$ cat config.mk
export PLATFORM = sky130hd
export DESIGN_NAME = cfgbank_top
export DESIGN_NICKNAME = d
export VERILOG_FILES = /design/src/rtl/cfgbank_pkg.sv /design/src/rtl/cfgbank_decode.sv /design/src/rtl/cfgbank_store.sv /design/src/rtl/cfgbank_top.sv
export SDC_FILE = /design/constraint.sdc
export NUM_CORES = 1
export LEC_CHECK = 0
export ABC_AREA = 1
export BUFFER_PORTS_ARGS = -buffer_cell sky130_fd_sc_hd__buf_2
export CORE_UTILIZATION = 40
export CTS_CLUSTER_DIAMETER = 60
export DETAILED_ROUTE_END_ITERATION = 16
export GPL_ROUTABILITY_DRIVEN = 0
export PLACE_DENSITY_LB_ADDON = 0.3
export SLEW_MARGIN = 20
export SYNTH_ARGS = -nofsm -noshare
export SYNTH_HDL_FRONTEND = slang
export SYNTH_SLANG_ARGS = --single-unit
$ cat constraint.sdc
create_clock -name clk -period 1.75 [get_ports clk]
set_input_delay 0.35 -clock clk [delete_from_list [all_inputs] [get_ports clk]]
set_output_delay 0.35 -clock clk [all_outputs]
set_load 0.01 [all_outputs]
$ cat src/rtl/cfgbank_pkg.sv
package cfgbank_pkg;

    // Slots taken by the chip setup area: 0x00, 0x01, 0x02, 0x04, 0x05
    localparam int CHIP_SLOTS = 5;

    // Address held by a given storage slot
    function automatic logic [7:0] slot_to_addr(input int k, input logic [7:0] func_lo);
        if (k < 3)               return 8'(k);
        else if (k < CHIP_SLOTS) return 8'(k + 1);
        else                     return 8'(int'(func_lo) + k - CHIP_SLOTS);
    endfunction

    // Slots that skip the staging stage (0x00, 0x02, 0x04, 0x05)
    function automatic logic slot_is_direct(input int k);
        return (k == 0) || (k == 2) || (k == 3) || (k == 4);
    endfunction

    function automatic logic [7:0] slot_default(input int k, input logic [7:0] func_lo,
                                                input logic [7:0] stab_addr,
                                                input logic [7:0] stab_dflt);
        return (slot_to_addr(k, func_lo) == stab_addr) ? stab_dflt : 8'h00;
    endfunction

endpackage

$ cat src/rtl/cfgbank_decode.sv
module cfgbank_decode
    import cfgbank_pkg::*;
#(
    parameter logic [7:0] FUNC_LO   = 8'h08,
    parameter logic [7:0] FUNC_HI   = 8'h2D,
    parameter logic [7:0] XFER_ADDR = 8'hFF,
    parameter int         SW        = 6
) (
    input  logic [7:0]    addr,
    output logic          hit,
    output logic          direct,
    output logic          is_xfer,
    output logic [SW-1:0] slot
);

    always_comb begin
        hit     = 1'b0;
        direct  = 1'b0;
        slot    = '0;
        is_xfer = (addr == XFER_ADDR);
        if (addr <= 8'h02) begin
            hit    = 1'b1;
            slot   = SW'(addr);
            direct = (addr != 8'h01);
        end else if (addr == 8'h04 || addr == 8'h05) begin
            hit    = 1'b1;
            slot   = SW'(addr - 8'h01);
            direct = 1'b1;
        end else if (addr >= FUNC_LO && addr <= FUNC_HI) begin
            hit    = 1'b1;
            slot   = SW'(int'(addr) - int'(FUNC_LO) + CHIP_SLOTS);
        end
    end

endmodule

$ cat src/rtl/cfgbank_store.sv
module cfgbank_store
    import cfgbank_pkg::*;
#(
    parameter int         NSLOT     = 43,
    parameter int         SW        = 6,
    parameter logic [7:0] FUNC_LO   = 8'h08,
    parameter logic [7:0] STAB_ADDR = 8'h09,
    parameter logic [7:0] STAB_DFLT = 8'h01
) (
    input  logic                  clk,
    input  logic                  rst_n,
    input  logic                  wr_en,
    input  logic                  wr_hit,
    input  logic                  wr_direct,
    input  logic                  wr_xfer,
    input  logic [SW-1:0]         wr_slot,
    input  logic [7:0]            wr_data,
    input  logic                  rd_en,
    input  logic                  rd_hit,
    input  logic                  rd_xfer,
    input  logic [SW-1:0]         rd_slot,
    output logic [7:0]            rd_data,
    output logic                  rd_valid,
    output logic [NSLOT-1:0][7:0] active,
    output logic                  commit
);

    typedef struct packed {
        logic [NSLOT-1:0][7:0] stage;
        logic [NSLOT-1:0][7:0] active;
        logic                  xfer;
        logic [7:0]            rdata;
        logic                  rvalid;
    } bank_t;

    function automatic logic [NSLOT-1:0] build_direct_mask();
        logic [NSLOT-1:0] m;
        for (int k = 0; k < NSLOT; k++) m[k] = slot_is_direct(k);
        return m;
    endfunction

    function automatic bank_t build_reset();
        bank_t r;
        r = '0;
        for (int k = 0; k < NSLOT; k++) begin
            r.stage[k]  = slot_default(k, FUNC_LO, STAB_ADDR, STAB_DFLT);
            r.active[k] = slot_default(k, FUNC_LO, STAB_ADDR, STAB_DFLT);
        end
        return r;
    endfunction

    localparam logic [NSLOT-1:0] DIRECT_MASK = build_direct_mask();
    localparam bank_t            RESET_VAL   = build_reset();

    bank_t bank_d, bank_q;

    always_comb begin
        bank_d        = bank_q;
        bank_d.rvalid = rd_en;
        if (rd_en) begin
            if (rd_hit)       bank_d.rdata = bank_q.active[rd_slot];
            else if (rd_xfer) bank_d.rdata = {7'b0, bank_q.xfer};
            else              bank_d.rdata = 8'h00;
        end
        // pending commit moves staged bytes using pre-write staged state
        if (bank_q.xfer) begin
            for (int k = 0; k < NSLOT; k++) begin
                if (!DIRECT_MASK[k]) bank_d.active[k] = bank_q.stage[k];
            end
            bank_d.xfer = 1'b0;
        end
        if (wr_en) begin
            if (wr_hit) begin
                bank_d.stage[wr_slot] = wr_data;
                if (wr_direct) bank_d.active[wr_slot] = wr_data;
            end else if (wr_xfer) begin
                bank_d.xfer = wr_data[0];
            end
        end
    end

    always_ff @(posedge clk or negedge rst_n) begin
        if (!rst_n) bank_q <= RESET_VAL;
        else        bank_q <= bank_d;
    end

    assign rd_data  = bank_q.rdata;
    assign rd_valid = bank_q.rvalid;
    assign active   = bank_q.active;
    assign commit   = bank_q.xfer;


    r5_selfclear_chk: assert property (@(posedge clk) disable iff (!rst_n)
        (bank_q.xfer && !(wr_en && wr_xfer && wr_data[0])) |=> !bank_q.xfer);


    r9_rdvalid_chk: assert property (@(posedge clk) disable iff (!rst_n)
        rd_en |=> rd_valid);


    r9_rdidle_chk: assert property (@(posedge clk) disable iff (!rst_n)
        !rd_en |=> !rd_valid);


    r6_unmapped_read_chk: assert property (@(posedge clk) disable iff (!rst_n)
        (rd_en && !rd_hit && !rd_xfer) |=> (rd_data == 8'h00));

endmodule

$ cat src/rtl/cfgbank_top.sv
module cfgbank_top
    import cfgbank_pkg::*;
#(
    parameter logic [7:0] FUNC_LO   = 8'h08,
    parameter logic [7:0] FUNC_HI   = 8'h2D,
    parameter logic [7:0] XFER_ADDR = 8'hFF,
    parameter logic [7:0] STAB_ADDR = 8'h09,
    parameter logic [7:0] STAB_DFLT = 8'h01
) (
    input  logic       clk,
    input  logic       rst_n,
    input  logic       wr_en,
    input  logic [7:0] wr_addr,
    input  logic [7:0] wr_data,
    input  logic       rd_en,
    input  logic [7:0] rd_addr,
    output logic [7:0] rd_data,
    output logic       rd_valid,
    output logic [(CHIP_SLOTS + int'(FUNC_HI) - int'(FUNC_LO) + 1)*8-1:0] active_cfg,
    output logic       stab_clk_en
);

    localparam int NSLOT     = CHIP_SLOTS + int'(FUNC_HI) - int'(FUNC_LO) + 1;
    localparam int SW        = $clog2(NSLOT);
    localparam int STAB_SLOT = CHIP_SLOTS + int'(STAB_ADDR) - int'(FUNC_LO);

    logic          w_hit, w_direct, w_xfer;
    logic [SW-1:0] w_slot;
    logic          r_hit, r_direct, r_xfer;
    logic [SW-1:0] r_slot;
    logic [NSLOT-1:0][7:0] act;
    logic          commit;

    cfgbank_decode #(.FUNC_LO(FUNC_LO), .FUNC_HI(FUNC_HI), .XFER_ADDR(XFER_ADDR), .SW(SW))
        u_wdec (.addr(wr_addr), .hit(w_hit), .direct(w_direct), .is_xfer(w_xfer), .slot(w_slot));

    cfgbank_decode #(.FUNC_LO(FUNC_LO), .FUNC_HI(FUNC_HI), .XFER_ADDR(XFER_ADDR), .SW(SW))
        u_rdec (.addr(rd_addr), .hit(r_hit), .direct(r_direct), .is_xfer(r_xfer), .slot(r_slot));

    cfgbank_store #(.NSLOT(NSLOT), .SW(SW), .FUNC_LO(FUNC_LO),
                    .STAB_ADDR(STAB_ADDR), .STAB_DFLT(STAB_DFLT))
        u_store (
            .clk(clk), .rst_n(rst_n),
            .wr_en(wr_en), .wr_hit(w_hit), .wr_direct(w_direct), .wr_xfer(w_xfer),
            .wr_slot(w_slot), .wr_data(wr_data),
            .rd_en(rd_en), .rd_hit(r_hit), .rd_xfer(r_xfer), .rd_slot(r_slot),
            .rd_data(rd_data), .rd_valid(rd_valid),
            .active(act), .commit(commit)
        );

    logic unused_rd_direct;
    assign unused_rd_direct = r_direct;

    for (genvar k = 0; k < NSLOT; k++) begin : g_flat
        assign active_cfg[k*8 +: 8] = act[k];
    end

    if (STAB_SLOT >= CHIP_SLOTS && STAB_SLOT < NSLOT) begin : g_stab
        assign stab_clk_en = act[STAB_SLOT][0];
    end else begin : g_nostab
        assign stab_clk_en = 1'b0;
    end


    r2_hold_chk: assert property (@(posedge clk) disable iff (!rst_n)
        (!commit && !(wr_en && w_hit && w_direct)) |=> $stable(active_cfg));


    r8_stab_chk: assert property (@(posedge clk) disable iff (!rst_n)
        !commit |=> $stable(stab_clk_en));

endmodule

==> impl_metrics.csv, run 1 <==
group,metric,value,unit
logic_synthesis,yosysMostFrequentCell,"nand2_1",
final_layout,layout.nets,4118,
setup_path,critPathKind,"in -> reg",
sta,clock_skew,34.7,ps
place,place_area,0.0343,mm2
run,max_cap_viol_count,0,
route,drc_errors,0,
setup_path,critPathCaptureType,"flip-flop",
floorplan,ios,382,
logic_synthesis,avgSynthCellArea,8.25,um2
sta,tightest_slew,786,ps
power,ir_worst_vdd,0.000598,V
power,p_leak,20.0,nW
place,port_buffers,381,
floorplan,coreArea,0.0780,mm2
logic_synthesis,seq_area_frac_synth,52.6,%
setup_path,worst_setup_path_start_kind,"primary input",
logic_synthesis,synthTopCellsByArea,"dfrtp_1, nand2_1, o21ai_0, buf_4, nand3_1",
clock_network,h-tree-depth,3,
logic_synthesis,yosys_warnings,0,
status,violations,"setup timing",
logic_synthesis,syn_inst,3842,
global_routing,grt_pass1_vias,25387,
sta,grt_setup_unrepaired,"yes",
global_routing,grt_pass1_wl,169000,um
global_routing,grt-ovfl-total,0,
floorplan,initial_core_util,40.6,%
logic_synthesis,synth.ff_latch_count,666,
global_routing,antenna_found_initial,6,
setup_path,worst-path-max-fanout,8,
clock_network,root_buffer,"clkbuf_16",
power,power_density,884,mW/mm2
clock_network,clkSinkCount,666,
sta,final_hold_viol_count,0,
clock_network,cts_buffers,76,
logic_synthesis,ys.flop_type,"dfrtp_1",
clock_network,cts_tree,"built",
logic_synthesis,synthesis.nets,3878,
logic_synthesis,synth_common_cells,"nand2_1, dfrtp_1, o21ai_0",
sta,fmax,483,MHz
route,drt_iter0_drc,2782,
clock_network,clkLatencyLatePin,630,ps
sta,setup_viol,384,
sta,period_needed,2070,ps
route,ant_nets,0,
route,first_pass_iters,6,
global_routing,grt_usage,28.2,%
logic_synthesis,synth_area_leader_cell,"dfrtp_1",
route,viasPerCell,5.32,
min_path,hold_class,"in -> reg",
logic_synthesis,yosys.area.top_type_share,52.4,%
sta,finalSetupTns,-72640,ps
floorplan,die_w,283,um
logic_synthesis,synthArstFlopShare,100,%
setup_path,crit_arrival,2560,ps
route,vias,27594,
logic_synthesis,synth_cell_types,34,
status,outcome,"finished, violations left",
final_layout,final_cell_area,0.0410,mm2
global_routing,grt_max_degree,109,
final_layout,synthToLayoutAreaGrowth,29.5,%
route,finalWirelength,121000,um
floorplan,std_cell_rows,102,
sta,fin_ws,-319,ps
logic_synthesis,synth_area,0.0317,mm2
place,hpwl,76700,um
final_layout,drive_gt1_share,30.8,%
clock_network,clk_path_buf_depth,3,
clock_network,clk_pin_slew_worst_paths,60,ps
sta,finalCritPeriodShare,118,%
setup_path,critPathRequiredTime,2240,ps
sta,drv_slew,0,
route,wire_per_inst,23.3,um
final_layout,fill_cells,7137,
logic_synthesis,synth_edf_count,0,
floorplan,chipHeight,283,um
floorplan,die-area,0.0804,mm2
sta,slew_headroom,47.6,%
-- metal layers --
| metal | vias up | share of wire [%] | GRT usage (%) |
|---|---|---|---|
| li1 | 12480 | - | - |
| met1 | 13469 | 39 | 37.3 |
| met2 | 1352 | 47 | 45.2 |
| met3 | 281 | 9.7 | 6.92 |
| met4 | 12 | 3.7 | 9.74 |
| met5 | - | 0.047 | 0 |
-- repair_timing --
| item | in CTS | in global routing |
|---|---|---|
| setup buffers | 22 | 48 |
| pin swaps | 112 | 116 |
| endpoints found under the hold margin | 198 | 0 |
| gates resized for setup | 296 | 520 |
| cloned | 26 | 26 |
| hold buffers | 4 | 0 |
| endpoints found under the setup margin | 353 | 386 |
-- per-stage QoR --
step                      hold WS (ps)  utilization, %  std cells  setup slack (ps)  power, mW
after floorplan                   54.4               -       3842              -508       17.3
after global placement             273            44.0       4921             -1060       18.7
after detailed placement           266            44.0       4921             -1070       18.7
after CTS                         1.09            49.6       5111              -158       36.0
after global routing              33.4            52.6       5183              -409       37.3
final                             24.0            52.6       5184              -319       36.3
-- kinds of logic (layout without fill, tap and decap cells) --
logic type	Yosys count	in the layout	share of synthesized area (%)
fa+ha+maj	8	8	0.316
buf+inv	875	1159	14.7
other cells	0	1	0
xor+xnor	4	4	0.111
simple gates	1572	1589	20.7
flops	666	666	52.6
compound gates	717	717	11.6
-- registers in the layout (all words and copies together), names as in the netlist --
signal / count
u_store.bank_q: 312
u_store.active: 344
u_store.rd_data: 8
u_store.rd_valid: 1
u_store.commit: 1
-- cell type report --
cell class	count	area (um2)	share of cell area, %
sequential	666	16700	40.6
inverter	302	1180	2.89
timing repair buffer	718	6620	16.1
tap	1040	1300	3.17
clock inverter	31	480	1.17
antenna	1	2.50	0.00610
clock buffer	108	2180	5.30
multi-input combinational	2318	12600	30.7
-- path summary, 6_finish.rpt --
check	start	end	slack [ps]	cells past startpoint
worst max-delay path	wr_addr[7]	u_store.bank_q[600]$_DFFE_PN0P_	-320	18
worst max register to register	u_store.commit$_DFF_PN0_	u_store.active[243]$_DFF_PN0_	130	3
max in group asynchronous	rst_n	u_store.active[129]$_DFF_PN0_	700	4
worst min-delay path	wr_data[5]	u_store.active[21]$_DFFE_PN0P_	20	3
worst min register to register	u_store.bank_q[445]$_DFFE_PN0P_	u_store.active[91]$_DFF_PN0_	460	2
min in group asynchronous	rst_n	u_store.bank_q[622]$_DFFE_PN0P_	200	2
-- placed cells by master, fill, tap and decap left out, types with 16 or more instances in the layout --
| master | instances |
|---|---|
| o21ai_1 | 194 |
| nand2_1 | 1018 |
| buf_12 | 97 |
| nand2_8 | 16 |
| nand3_2 | 62 |
| nor2_4 | 21 |
| buf_8 | 19 |
| buf_2 | 373 |
| clkbuf_16 | 90 |
| nand3_1 | 193 |
| a21oi_1 | 52 |
| buf_6 | 46 |
| o211ai_1 | 33 |
| o21ai_0 | 365 |
| nor2_1 | 21 |
| buf_4 | 146 |
| dfrtp_1 | 663 |
| o21ai_2 | 63 |
| nand3_4 | 49 |
| nand2_4 | 45 |
| inv_1 | 274 |
| clkbuf_1 | 20 |
| nand2_2 | 128 |
-- report_power, final --
group / internal, mW / switching [mW]
combinational: 1.24 / 2.08
sequential: 15.7 / 0.215
clock: 10.3 / 6.74
total: 27.2 / 9.04
-- worst max-delay path, stage by stage --
cell and delay, ps:
buf_8 110, nor2_4 150, nand4_1 120, o211ai_1 230, o21ai_2 80, nand2_2 140
buf_6 120, buf_6 80, a21oi_4 50, nor2_4 240, clkinv_4 110, nor2_4 140
buf_12 130, buf_12 120, buf_12 130, nand2_8 100, nand2_2 90, o21ai_2 50
Power figures use the tool's default switching activity.
==> run 2: changes to the inputs <==
CORE_UTILIZATION = 53   (was 40)
GPL_ROUTABILITY_DRIVEN = unset   (was 0)
==> run 2 against run 1 <==
The run still ends with setup timing left. Largest power group is now registers. Critical path depth shrank 2. Critical path type unchanged. Total power shrank 4.1%. Register-to-register slack is essentially flat. Via count grew 2.6%. Critical endpoint is now u_store.bank_q[589]$_DFFE_PN0P_. Worst setup slack gained 15 ps. Highest routed layer unchanged.
==> impl_metrics.csv, run 2 (same netlist as run 1, synthesis figures left out) <==
group,metric,value,unit
floorplan,chipHeight,247,um
power,power_density,853,mW/mm2
global_routing,grt_usage,36.0,%
status,outcome,"finished, violations left",
power,p_leak,20.0,nW
route,viasPerCell,5.74,
place,hpwl,71100,um
route,vias,28309,
sta,tightest_slew,532,ps
clock_network,clk_path_buf_depth,3,
sta,grt_setup_unrepaired,"yes",
sta,clock_skew,22.7,ps
clock_network,cts_tree,"built",
sta,slew_headroom,64.4,%
floorplan,ios,382,
route,ant_nets,0,
min_path,hold_class,"in -> reg",
floorplan,die-area,0.0608,mm2
final_layout,layout_common_cells,"nand2_1, dfrtp_1, buf_2, o21ai_0, inv_1",
final_layout,layout.nets,4127,
setup_path,crit_path_cell_trace,"buf_8, nor2_4, nand4_1, o211ai_1, o21ai_2, nand2_2, clkinv_4, nand2_4, nand3_4, buf_6, nor2_4, buf_12, buf_8, nand3_4, nand2_1, o21ai_1",
floorplan,coreArea,0.0590,mm2
setup_path,critPathCaptureType,"flip-flop",
global_routing,grt_pass1_wl,162000,um
sta,finalCritPeriodShare,117,%
setup_path,critPathKind,"in -> reg",
status,violations,"setup timing",
power,ir_worst_vdd,0.000718,V
sta,drv_slew,0,
setup_path,max_stage_delay,270,ps
clock_network,clk_pin_slew_worst_paths,70,ps
route,wire_per_inst,23.2,um
final_layout,final_common_cell,"nand2_1",
sta,period_needed,2050,ps
global_routing,grt-ovfl-total,0,
route,drt_iter0_drc,3364,
floorplan,die_w,247,um
sta,fin_ws,-305,ps
global_routing,grt_pass1_vias,26915,
route,drc_errors,0,
global_routing,antenna_found_initial,6,
clock_network,root_buffer,"clkbuf_16",
floorplan,initial_core_util,53.7,%
final_layout,synthToLayoutAreaGrowth,28.7,%
final_layout,drive_gt1_share,32.5,%
setup_path,cp_top_family,"simple AND/OR/NAND/NOR gates",
place,port_buffers,381,
final_layout,fill_cells,4515,
floorplan,std_cell_rows,89,
clock_network,h-tree-depth,3,
global_routing,grt_max_degree,114,
place,gp_congestion,0.943,
clock_network,cts_buffers,74,
power,power,34.8,mW
sta,fmax,487,MHz
final_layout,largest_reg_flops,344,
sta,final_hold_viol_count,0,
run,max_cap_viol_count,0,
setup_path,worst-path-max-fanout,8,
setup_path,worst_setup_path_start_kind,"primary input",
clock_network,clkSinkCount,666,
final_layout,final_core_util,69.1,%
route,first_pass_iters,6,
setup_path,crit_arrival,2540,ps
setup_path,critPathRequiredTime,2240,ps
setup_path,cp_slowest_cell,"o211ai_1",
route,finalWirelength,114000,um
sta,setup_viol,383,
clock_network,clkLatencyLatePin,640,ps
setup_path,cp_num_buf_inv,5,
==> run 2: changes by cell type in the layout (fill, tap and decap cells not counted), moves of 21 or more <==
cell     before  now
nand2_2     128   99
o21ai_2      63   90
nand2_4      45   72
nand3_1     193  165
o21ai_1     194  170
buf_4       146  167
nand3_2      62   88
==> run 2: area by class of cell <==
type	instances	area [um2]	area share (%)
multi-input cells	2317	13000	32.0
inverters	302	1200	2.95
clock inverters	28	241	0.592
clock buffers	104	2160	5.29
repair buffers	730	6470	15.9
flip-flops and latches	666	16700	40.9
well taps	773	967	2.37
diodes	8	20.0	0.0491
==> run 2: power breakdown <==
| part | switching (mW) | internal (mW) | total [mW] |
|---|---|---|---|
| combinational | 2.09 | 1.21 | 3.30 |
| clock | 6.62 | 8.96 | 15.6 |
| sequential | 0.237 | 15.7 | 15.9 |
==> run 2: final timing paths <==
kind                                                      start                               to  slack (ps)  depth (start not counted)
min in group asynchronous                                 rst_n    u_store.active[100]$_DFF_PN0_         190                          2
worst max-delay path                                 wr_addr[6]  u_store.bank_q[589]$_DFFE_PN0P_        -300                         16
worst min-delay path                                 wr_data[5]   u_store.active[21]$_DFFE_PN0P_          40                          3
max in group asynchronous                                 rst_n  u_store.bank_q[623]$_DFFE_PN0P_         760                          4
worst min register to register  u_store.bank_q[692]$_DFFE_PN0P_    u_store.active[338]$_DFF_PN0_         470                          2
worst max register to register         u_store.commit$_DFF_PN0_    u_store.active[104]$_DFF_PN0_         120                          3
==> run 2: repair_timing <==
| action | in CTS | in global routing |
|---|---|---|
| cloned | 30 | 20 |
| buffers inserted | 38 | 28 |
| endpoints found under the setup margin | 332 | 385 |
| hold endpoints to repair | 210 | 0 |
| hold buffers | 5 | 0 |
| pin swaps | 92 | 115 |
| gates resized for setup | 362 | 565 |
==> run 2: worst min-delay path, cell delays in order <==
cell	delay, ps
buf_2	150
nand2_1	70
o21ai_0	60
==> run 2: through the flow <==
| stage | hold WS (ps) | std cells | worst slack (ps) | setup TNS (ps) | cell area, um2 |
|---|---|---|---|---|---|
| after floorplan | 54.4 | 3842 | -508 | -152310 | 32300 |
| after global placement | 241 | 4672 | -959 | -269760 | 33900 |
| after detailed placement | 241 | 4672 | -956 | -269770 | 33900 |
| after CTS | 15.6 | 4877 | -113 | -4820 | 38400 |
| after global routing | 67.0 | 4922 | -394 | -102170 | 40800 |
| final | 39.2 | 4928 | -305 | -62960 | 40800 |
==> run 2: metal layers <==
metal / track usage, % / part of all wire, % / vias up
li1: - / - / 12502
met1: 45.6 / 37 / 13670
met2: 56.6 / 46 / 1671
met3: 9.47 / 11 / 460
met4: 18.8 / 6.2 / 6
met5: 0 / 0.031 / -
